## config.mk

```make
export PLATFORM = sky130hd
export DESIGN_NAME = sectorEraseEngine
export DESIGN_NICKNAME = d
export VERILOG_FILES = /design/src/rtl/eraseEnginePkg.sv /design/src/rtl/eraseCtrl.sv /design/src/rtl/sectorQueue.sv /design/src/rtl/pollStatus.sv /design/src/rtl/sectorEraseEngine.sv
export SDC_FILE = /design/constraint.sdc
export NUM_CORES = 1
export LEC_CHECK = 0
export ABC_AREA = 1
export CAP_MARGIN = 20
export CORE_ASPECT_RATIO = 1.25
export CORE_MARGIN = 2
export CORE_UTILIZATION = 41
export CTS_CLUSTER_SIZE = 10
export DETAILED_ROUTE_END_ITERATION = 12
export DONT_BUFFER_PORTS = 1
export PLACE_DENSITY = 0.65
export SLEW_MARGIN = 20
export SYNTH_ARGS = -nofsm -noshare
export SYNTH_HDL_FRONTEND = slang
export SYNTH_SLANG_ARGS = --single-unit
```

## constraint.sdc

```tcl
create_clock -name clk -period 1.7 [get_ports clk]
set_clock_uncertainty 0.15 [all_clocks]
set_input_delay 0.34 -clock clk [delete_from_list [all_inputs] [get_ports clk]]
set_output_delay 0.34 -clock clk [all_outputs]
set_load 0.05 [all_outputs]
```

## src/rtl/eraseEnginePkg.sv

```systemverilog
package eraseEnginePkg;

  typedef enum logic [1:0] {
    PH_IDLE   = 2'd0,
    PH_WINDOW = 2'd1,
    PH_BUSY   = 2'd2
  } phase_e;

  // strobes and phase flags from control to datapath
  typedef struct packed {
    logic addOne;     // queue the commanded sector
    logic addAll;     // queue every sector
    logic fire;       // busy count expired: clear queued sectors
    logic active;     // window or busy, not suspended
    logic inBusy;     // busy phase (suspended or not)
    logic suspended;  // erase held
  } engCtrl_t;

  localparam int BIT_POLL    = 7;
  localparam int BIT_TOGGLE  = 6;
  localparam int BIT_STARTED = 3;
  localparam int BIT_ALT     = 2;

endpackage

```

## src/rtl/eraseCtrl.sv

```systemverilog
module eraseCtrl
  import eraseEnginePkg::*;
#(
  parameter int WINDOW_CYC = 6,
  parameter int ERASE_CYC  = 20
) (
  input  logic     clk,
  input  logic     rstN,
  input  logic     addSector,
  input  logic     chipErase,
  input  logic     suspendReq,
  input  logic     resumeReq,
  output engCtrl_t ctrl
);

  localparam int MAX_CYC = (WINDOW_CYC > ERASE_CYC) ? WINDOW_CYC : ERASE_CYC;
  localparam int CNT_W   = $clog2(MAX_CYC + 1);
  localparam logic [CNT_W-1:0] WIN_LOAD = CNT_W'(WINDOW_CYC);
  localparam logic [CNT_W-1:0] ERS_LOAD = CNT_W'(ERASE_CYC);

  phase_e            phase;
  logic              susp;
  logic [CNT_W-1:0]  cnt;

  logic acceptChip, acceptAdd, acceptSusp, acceptRes, lastTick;

  always_comb begin
    acceptChip = chipErase && (phase == PH_IDLE);
    acceptAdd  = addSector && !acceptChip &&
                 ((phase == PH_IDLE) || ((phase == PH_WINDOW) && !susp));
    acceptSusp = suspendReq && (phase != PH_IDLE) && !susp;
    acceptRes  = resumeReq && susp;
    lastTick   = (cnt == CNT_W'(1));
  end

  always_ff @(posedge clk) begin
    if (!rstN) begin
      phase <= PH_IDLE;
      susp  <= 1'b0;
      cnt   <= '0;
    end else if (acceptChip) begin
      phase <= PH_BUSY;
      cnt   <= ERS_LOAD;
    end else if (acceptAdd) begin
      phase <= PH_WINDOW;
      cnt   <= WIN_LOAD;
    end else if (acceptSusp) begin
      susp <= 1'b1;
    end else if (acceptRes) begin
      susp <= 1'b0;
      if (phase == PH_WINDOW) begin
        phase <= PH_BUSY;
        cnt   <= ERS_LOAD;
      end
    end else if (!susp && (phase != PH_IDLE)) begin
      if (lastTick) begin
        if (phase == PH_WINDOW) begin
          phase <= PH_BUSY;
          cnt   <= ERS_LOAD;
        end else begin
          phase <= PH_IDLE;
          cnt   <= '0;
        end
      end else begin
        cnt <= cnt - CNT_W'(1);
      end
    end
  end

  always_comb begin
    ctrl.addOne    = acceptAdd;
    ctrl.addAll    = acceptChip;
    ctrl.fire      = (phase == PH_BUSY) && !susp && lastTick && !acceptSusp;
    ctrl.active    = (phase != PH_IDLE) && !susp;
    ctrl.inBusy    = (phase == PH_BUSY);
    ctrl.suspended = susp;
  end

  // a held erase always belongs to a window or busy phase
  assert_susp_phase_R6: assert property (@(posedge clk) disable iff (!rstN)
    susp |-> (phase != PH_IDLE));

  // timer frozen while suspended
  assert_freeze_R6: assert property (@(posedge clk) disable iff (!rstN)
    (susp && !resumeReq) |=> (cnt == $past(cnt)));

  // busy count steps down by one per cycle
  assert_countdown_R4: assert property (@(posedge clk) disable iff (!rstN)
    ((phase == PH_BUSY) && !susp && !suspendReq && (cnt > CNT_W'(1)))
      |=> (cnt == $past(cnt) - CNT_W'(1)));

  // a chip erase never passes through the window
  assert_chip_busy_R8: assert property (@(posedge clk) disable iff (!rstN)
    acceptChip |=> (phase == PH_BUSY) && (cnt == ERS_LOAD));

endmodule

```

## src/rtl/sectorQueue.sv

```systemverilog
module sectorQueue
  import eraseEnginePkg::*;
#(
  parameter int NUM_SECTORS = 8,
  parameter int SEC_W       = 3
) (
  input  logic                   clk,
  input  logic                   rstN,
  input  engCtrl_t               ctrl,
  input  logic [SEC_W-1:0]       cmdSector,
  output logic [NUM_SECTORS-1:0] queued,
  output logic [NUM_SECTORS-1:0] eraseReq
);

  for (genvar g = 0; g < NUM_SECTORS; g++) begin : g_slot
    logic hit;
    assign hit = ctrl.addAll || (ctrl.addOne && (cmdSector == SEC_W'(g)));

    always_ff @(posedge clk) begin
      if (!rstN) begin
        queued[g]   <= 1'b0;
        eraseReq[g] <= 1'b0;
      end else begin
        eraseReq[g] <= ctrl.fire && queued[g];
        if (ctrl.fire)
          queued[g] <= 1'b0;
        else if (hit)
          queued[g] <= 1'b1;
      end
    end
  end

  // queue empties on completion and the pulse carries the old queue
  assert_flush_R4: assert property (@(posedge clk) disable iff (!rstN)
    ctrl.fire |=> (queued == '0) && (eraseReq == $past(queued)));

  assert_pulse_R4: assert property (@(posedge clk) disable iff (!rstN)
    (|eraseReq) |=> (eraseReq == '0));

endmodule

```

## src/rtl/pollStatus.sv

```systemverilog
module pollStatus
  import eraseEnginePkg::*;
#(
  parameter int NUM_SECTORS = 8,
  parameter int SEC_W       = 3
) (
  input  logic                   clk,
  input  logic                   rstN,
  input  engCtrl_t               ctrl,
  input  logic [NUM_SECTORS-1:0] queued,
  input  logic                   rdStrobe,
  input  logic [SEC_W-1:0]       rdSector,
  output logic                   rdValid,
  output logic                   rdUseStatus,
  output logic [7:0]             rdStatus
);

  logic togMain, togAlt;
  logic rdQueued, useStat, flipMain, flipAlt;
  logic [7:0] statWord;

  always_comb begin
    rdQueued = (int'(rdSector) < NUM_SECTORS) ? queued[rdSector] : 1'b0;
    useStat  = ctrl.active || (ctrl.suspended && rdQueued);
    flipMain = rdStrobe && ctrl.active;
    flipAlt  = rdStrobe && useStat;
    statWord = '0;
    if (useStat) begin
      statWord[BIT_POLL]    = ctrl.suspended;
      statWord[BIT_TOGGLE]  = togMain;
      statWord[BIT_STARTED] = ctrl.inBusy || ctrl.suspended;
      statWord[BIT_ALT]     = togAlt;
    end
  end

  always_ff @(posedge clk) begin
    if (!rstN) begin
      togMain     <= 1'b0;
      togAlt      <= 1'b0;
      rdValid     <= 1'b0;
      rdUseStatus <= 1'b0;
      rdStatus    <= '0;
    end else begin
      rdValid <= rdStrobe;
      if (flipMain) togMain <= !togMain;
      if (flipAlt)  togAlt  <= !togAlt;
      if (rdStrobe) begin
        rdUseStatus <= useStat;
        rdStatus    <= statWord;
      end
    end
  end

  assert_reserved_R10: assert property (@(posedge clk) disable iff (!rstN)
    rdValid |-> (rdStatus[5:4] == 2'b00) && (rdStatus[1:0] == 2'b00));

  assert_active_status_R5: assert property (@(posedge clk) disable iff (!rstN)
    (rdStrobe && ctrl.active) |=> rdUseStatus && !rdStatus[BIT_POLL]);

  assert_idle_data_R1: assert property (@(posedge clk) disable iff (!rstN)
    (rdStrobe && !ctrl.active && !ctrl.suspended) |=> !rdUseStatus);

endmodule

```

## src/rtl/sectorEraseEngine.sv

```systemverilog
module sectorEraseEngine
  import eraseEnginePkg::*;
#(
  parameter int NUM_SECTORS = 8,
  parameter int WINDOW_CYC  = 6,
  parameter int ERASE_CYC   = 20,
  localparam int SEC_W      = (NUM_SECTORS > 1) ? $clog2(NUM_SECTORS) : 1
) (
  input  logic                   clk,
  input  logic                   rstN,
  input  logic                   addSector,
  input  logic                   chipErase,
  input  logic                   suspendReq,
  input  logic                   resumeReq,
  input  logic [SEC_W-1:0]       cmdSector,
  input  logic                   rdStrobe,
  input  logic [SEC_W-1:0]       rdSector,
  output logic                   rdValid,
  output logic                   rdUseStatus,
  output logic [7:0]             rdStatus,
  output logic [NUM_SECTORS-1:0] eraseReq
);

  engCtrl_t               ctrl;
  logic [NUM_SECTORS-1:0] queued;

  eraseCtrl #(
    .WINDOW_CYC(WINDOW_CYC),
    .ERASE_CYC (ERASE_CYC)
  ) i_ctrl (
    .clk       (clk),
    .rstN      (rstN),
    .addSector (addSector),
    .chipErase (chipErase),
    .suspendReq(suspendReq),
    .resumeReq (resumeReq),
    .ctrl      (ctrl)
  );

  sectorQueue #(
    .NUM_SECTORS(NUM_SECTORS),
    .SEC_W      (SEC_W)
  ) i_queue (
    .clk      (clk),
    .rstN     (rstN),
    .ctrl     (ctrl),
    .cmdSector(cmdSector),
    .queued   (queued),
    .eraseReq (eraseReq)
  );

  pollStatus #(
    .NUM_SECTORS(NUM_SECTORS),
    .SEC_W      (SEC_W)
  ) i_status (
    .clk        (clk),
    .rstN       (rstN),
    .ctrl       (ctrl),
    .queued     (queued),
    .rdStrobe   (rdStrobe),
    .rdSector   (rdSector),
    .rdValid    (rdValid),
    .rdUseStatus(rdUseStatus),
    .rdStatus   (rdStatus)
  );

  // the clear pulse only ever follows a busy cycle
  assert_fire_busy_R4: assert property (@(posedge clk) disable iff (!rstN)
    (|eraseReq) |-> $past(ctrl.inBusy));

endmodule

```

==> impl_summary.txt <==
----------------------------------------------------
[STA]
  Top achievable clock speed ... ~0.64 GHz
  Final Hold Fails ... 0
  Final Critical Period ... 1.57 ns
  Total count of max-transition violations in the final report ... 0
  Final setup violation count ... 0
  TNS Setup ... 0 ns
  Unrepaired setup endpoints after global routing ... true
  Max-slew headroom at the worst pin ... between 60% and 70%
  Period Utilization, post-route ... roughly 92%
  Minimum hold slack ... around 0.0086 ns
  Slew of the pin with the lowest slew margin ... approximately 0.51 ns

[Worst setup path]
  Required time of the worst setup path ... between 1.5 and 2 ns
  Cell at the slowest stage of the critical path ... dfxtp_1
  Top fanout value on the critical path ... 6
  Data arrival time at the worst-slack endpoint ... 1.59 ns
  Count of buffer and inverter cells on the critical path ... 0
  Slack of the worst reg-to-reg path ... between 0.1 and 0.15 ns
  Worst r2r dst ... i_ctrl.cnt[1]
  Kind of end point of the critical path ... flop
  CP cell instances ... nor2_2 -> nor2_1 -> nand2_2 -> nand2_1 -> nor2_4 -> o21ai_0 -> a21oi_1
  Startpoint of the most critical register-to-register path ... i_ctrl.phase[0]
  Stage delay of the slowest cell on the critical path ... between 0.4 and 0.5 ns
  Worst setup SP type ... flop
  Worst reg2reg path depth ... 7
  Category of the most critical setup path ... reg -> reg
  Largest delay contributor family on the critical path ... simple AND/OR/NAND/NOR gates

[Synth]
  Leading cell types by count after synthesis ... 56 x nand2_1, 32 x dfxtp_1, 25 x nor2_1
  Share of flip-flops with an asynchronous set or reset ... 0%
  Count of distinct cell types in the synthesized netlist ... 26
  Portion of synthesized cell area occupied by the leading cell type ... between 40% and 50%
  Netlist area before placement ... 0.00146 sq mm
  Register area share after synthesis ... between 40% and 50%
  Library cell occupying the most area in the post-synthesis netlist ... dfxtp_1
  Primary FF master, synth ... dfxtp_1
  Register bit total from synthesis ... 32
  Count of flip-flops with a built-in enable after synthesis ... 0
  Cell types with the largest area share after synthesis ... dfxtp_1 44%, nand2_1 14%, nor2_1 6.4%, inv_1 6.2%, a21oi_1 5.8%
  Yosys Warn Count ... 0
  Mean instance size in the synthesized netlist ... between 7 and 8 sq um
  Most used standard cell by instance count after synthesis ... nand2_1
  Number of standard cells after synthesis ... 207

[Detailed routing]
  DR pass1 iterations ... 4
  Via density per instance ... 5.06
  Remaining antenna violation count after routing ... 0
  Via count of the routed design ... around 1300
  DRC violation count after routing ... 0
  Total Wirelength ... a little under 3000 microns
  Starting DRC count in detailed routing ... 57
  Wire per inst ... roughly 12 microns

[Finish]
  Non-Filler Instances ... about 250
  Share of post-route cells with drive strength above 1 ... 9.30%
  Total number of nets in the final design ... 230
  Number of filler cells placed in the layout ... 341
  Diodes inserted ... 0
  Relative area change from synthesis to final layout ... 9.68%

[Floorplanning]
  Starting Density ... between 40% and 50%
  Die outline width ... about 57 microns
  Total I/O pin count ... 31
  Count of standard-cell rows ... 24
  Area of the die ... ~0.0041 sq mm
  Floorplan die height ... 70.7 microns
  Area of the placeable core ... 0.00345 sq mm

[Global route]
  Wire length of the first global-routing pass ... between 4000 and 5000 microns
  Via count of the first global-routing pass ... 1177
  Gr ovfl total ... 0
  Total track usage ... around 16%
  Number of antenna violations at the first check in global routing ... 0
  Pin count of the biggest net entering global routing ... 18

[Power]
  Power per cell area ... between 1000 and 1500 mW/mm^2
  Overall power of the completed layout ... 2.30 mW
  Lkg Pwr ... 0.734 nW
  Maximum resistive drop on vdd ... between 600 and 700 uV

[CTS]
  Post-CTS clock slew at the launch and capture registers of the worst setup and hold paths ... 0.06 ns
  TritonCTS clock tree ... done
  Buffer depth of the longest clock path ... 2
  Clk sinks ... 32
  Clock root buffer master ... clkbuf_8
  Number of H-tree branching levels ... 2
  Post CTS Setup Buffer Count ... 0
  Latest clock arrival within the worst-skew pair ... around 0.28 ns
  Num CTS Buffers ... 5

[Placed design]
  Post-Place Cells ... 246
  Port Buf Inserts ... 0
  Routability congestion estimate from global placement ... roughly 0.86
  DP Wirelength ... between 2000 and 2500 microns

[Worst hold path]
  Worst Hold End ... i_status.rdValid
  Class of the worst hold path ... in -> reg
  Cells on Worst Hold Path ... 2
  Hold path startpoint ... rstN

[Run status]
  Run status ... completed

[Flow run]
  Max-capacitance violation count ... 0

----------------------------------------------------
==> flip-flops by register name, summed over array words and instances, names as in the netlist <==
name	flops
i_ctrl.phase	2
i_queue.eraseReq	8
i_status.rdUseStatus	1
i_status.rdStatus	4
i_status.togMain	1
i_status.rdValid	1
i_queue.queued	8
i_ctrl.cnt	5
i_status.togAlt	1
i_ctrl.susp	1
==> worst max path at each step <==
stage                    start                 to  slack (ns)  depth (start not counted)
4_1_cts        i_ctrl.phase[1]  i_queue.queued[2]        0.09                          7
3_5_place_dp   i_ctrl.phase[1]  i_queue.queued[2]        0.12                          7
2_1_floorplan  i_ctrl.phase[1]    i_ctrl.phase[1]        0.31                         10
3_3_place_gp   i_ctrl.phase[1]    i_ctrl.phase[1]        0.10                         10
5_1_grt        i_ctrl.phase[0]      i_ctrl.cnt[1]       -0.04                          7
6_report       i_ctrl.phase[0]      i_ctrl.cnt[1]        0.13                          7
==> logic make-up (layout without fill, tap and decap cells) <==
| group | count (synthesis) | after routing | synth area share, % |
|---|---|---|---|
| simple gates | 111 | 111 | 33.3 |
| flops | 32 | 32 | 43.9 |
| buf+inv | 31 | 36 | 9.08 |
| compound gates | 27 | 27 | 9.94 |
| xor+xnor | 3 | 3 | 1.80 |
| fa+ha+maj | 2 | 2 | 1.71 |
| other cells | 1 | 4 | 0.257 |
==> cells in the final DEF, fill, tap and decap left out, types with 4 or more instances in the layout <==
cell      count
nand4_1       6
clkbuf_8      5
o21ai_0       4
conb_1        4
nand3_1      10
a21oi_1      16
inv_1        24
nand2_1      56
dfxtp_1      31
nand2_2       4
nor2_1       25
==> cell type report <==
cell class                 count  area [sq um]  area share [%]
inverter                      25          93.8            5.86
clock inverter                 1          5.00           0.312
timing repair buffer           4          32.5            2.03
clock buffer                   6          72.6            4.53
multi-input combinational    147           707            44.1
tap                           39          48.8            3.05
sequential                    32           642            40.1
==> routing by layer <==
metal | track usage (%) | vias to the layer above | part of all wire (%)
met5 | 0 | - | 0
met2 | 23.9 | 46 | 46
met3 | 6.58 | 11 | 8.4
li1 | - | 666 | -
met1 | 18.0 | 562 | 42
met4 | 10.6 | 0 | 3.6
==> repair_timing <==
item                                    in CTS  in global routing
endpoints found under the setup margin       0                  5
endpoints found under the hold margin        1                  0
resized for setup                            0                  3
hold buffers                                 1                  0
==> report_power, final <==
| part | switching (mW) | internal (mW) |
|---|---|---|
| clock | 0.264 | 0.278 |
| combinational | 0.457 | 0.272 |
| sequential | 0.153 | 0.876 |
==> stage by stage <==
| stage | util (%) | cell area (sq um) | setup slack [ns] |
|---|---|---|---|
| 6_report | 46.4 | 1600 | 0.130 |
| 5_1_grt | 46.4 | 1600 | -0.0408 |
| 4_1_cts | 46.1 | 1590 | 0.0947 |
| 3_5_place_dp | 43.6 | 1500 | 0.119 |
| 3_3_place_gp | 43.6 | 1500 | 0.104 |
| 2_1_floorplan | - | 1470 | 0.312 |
Note: power is estimated with default switching activity, not from simulation.
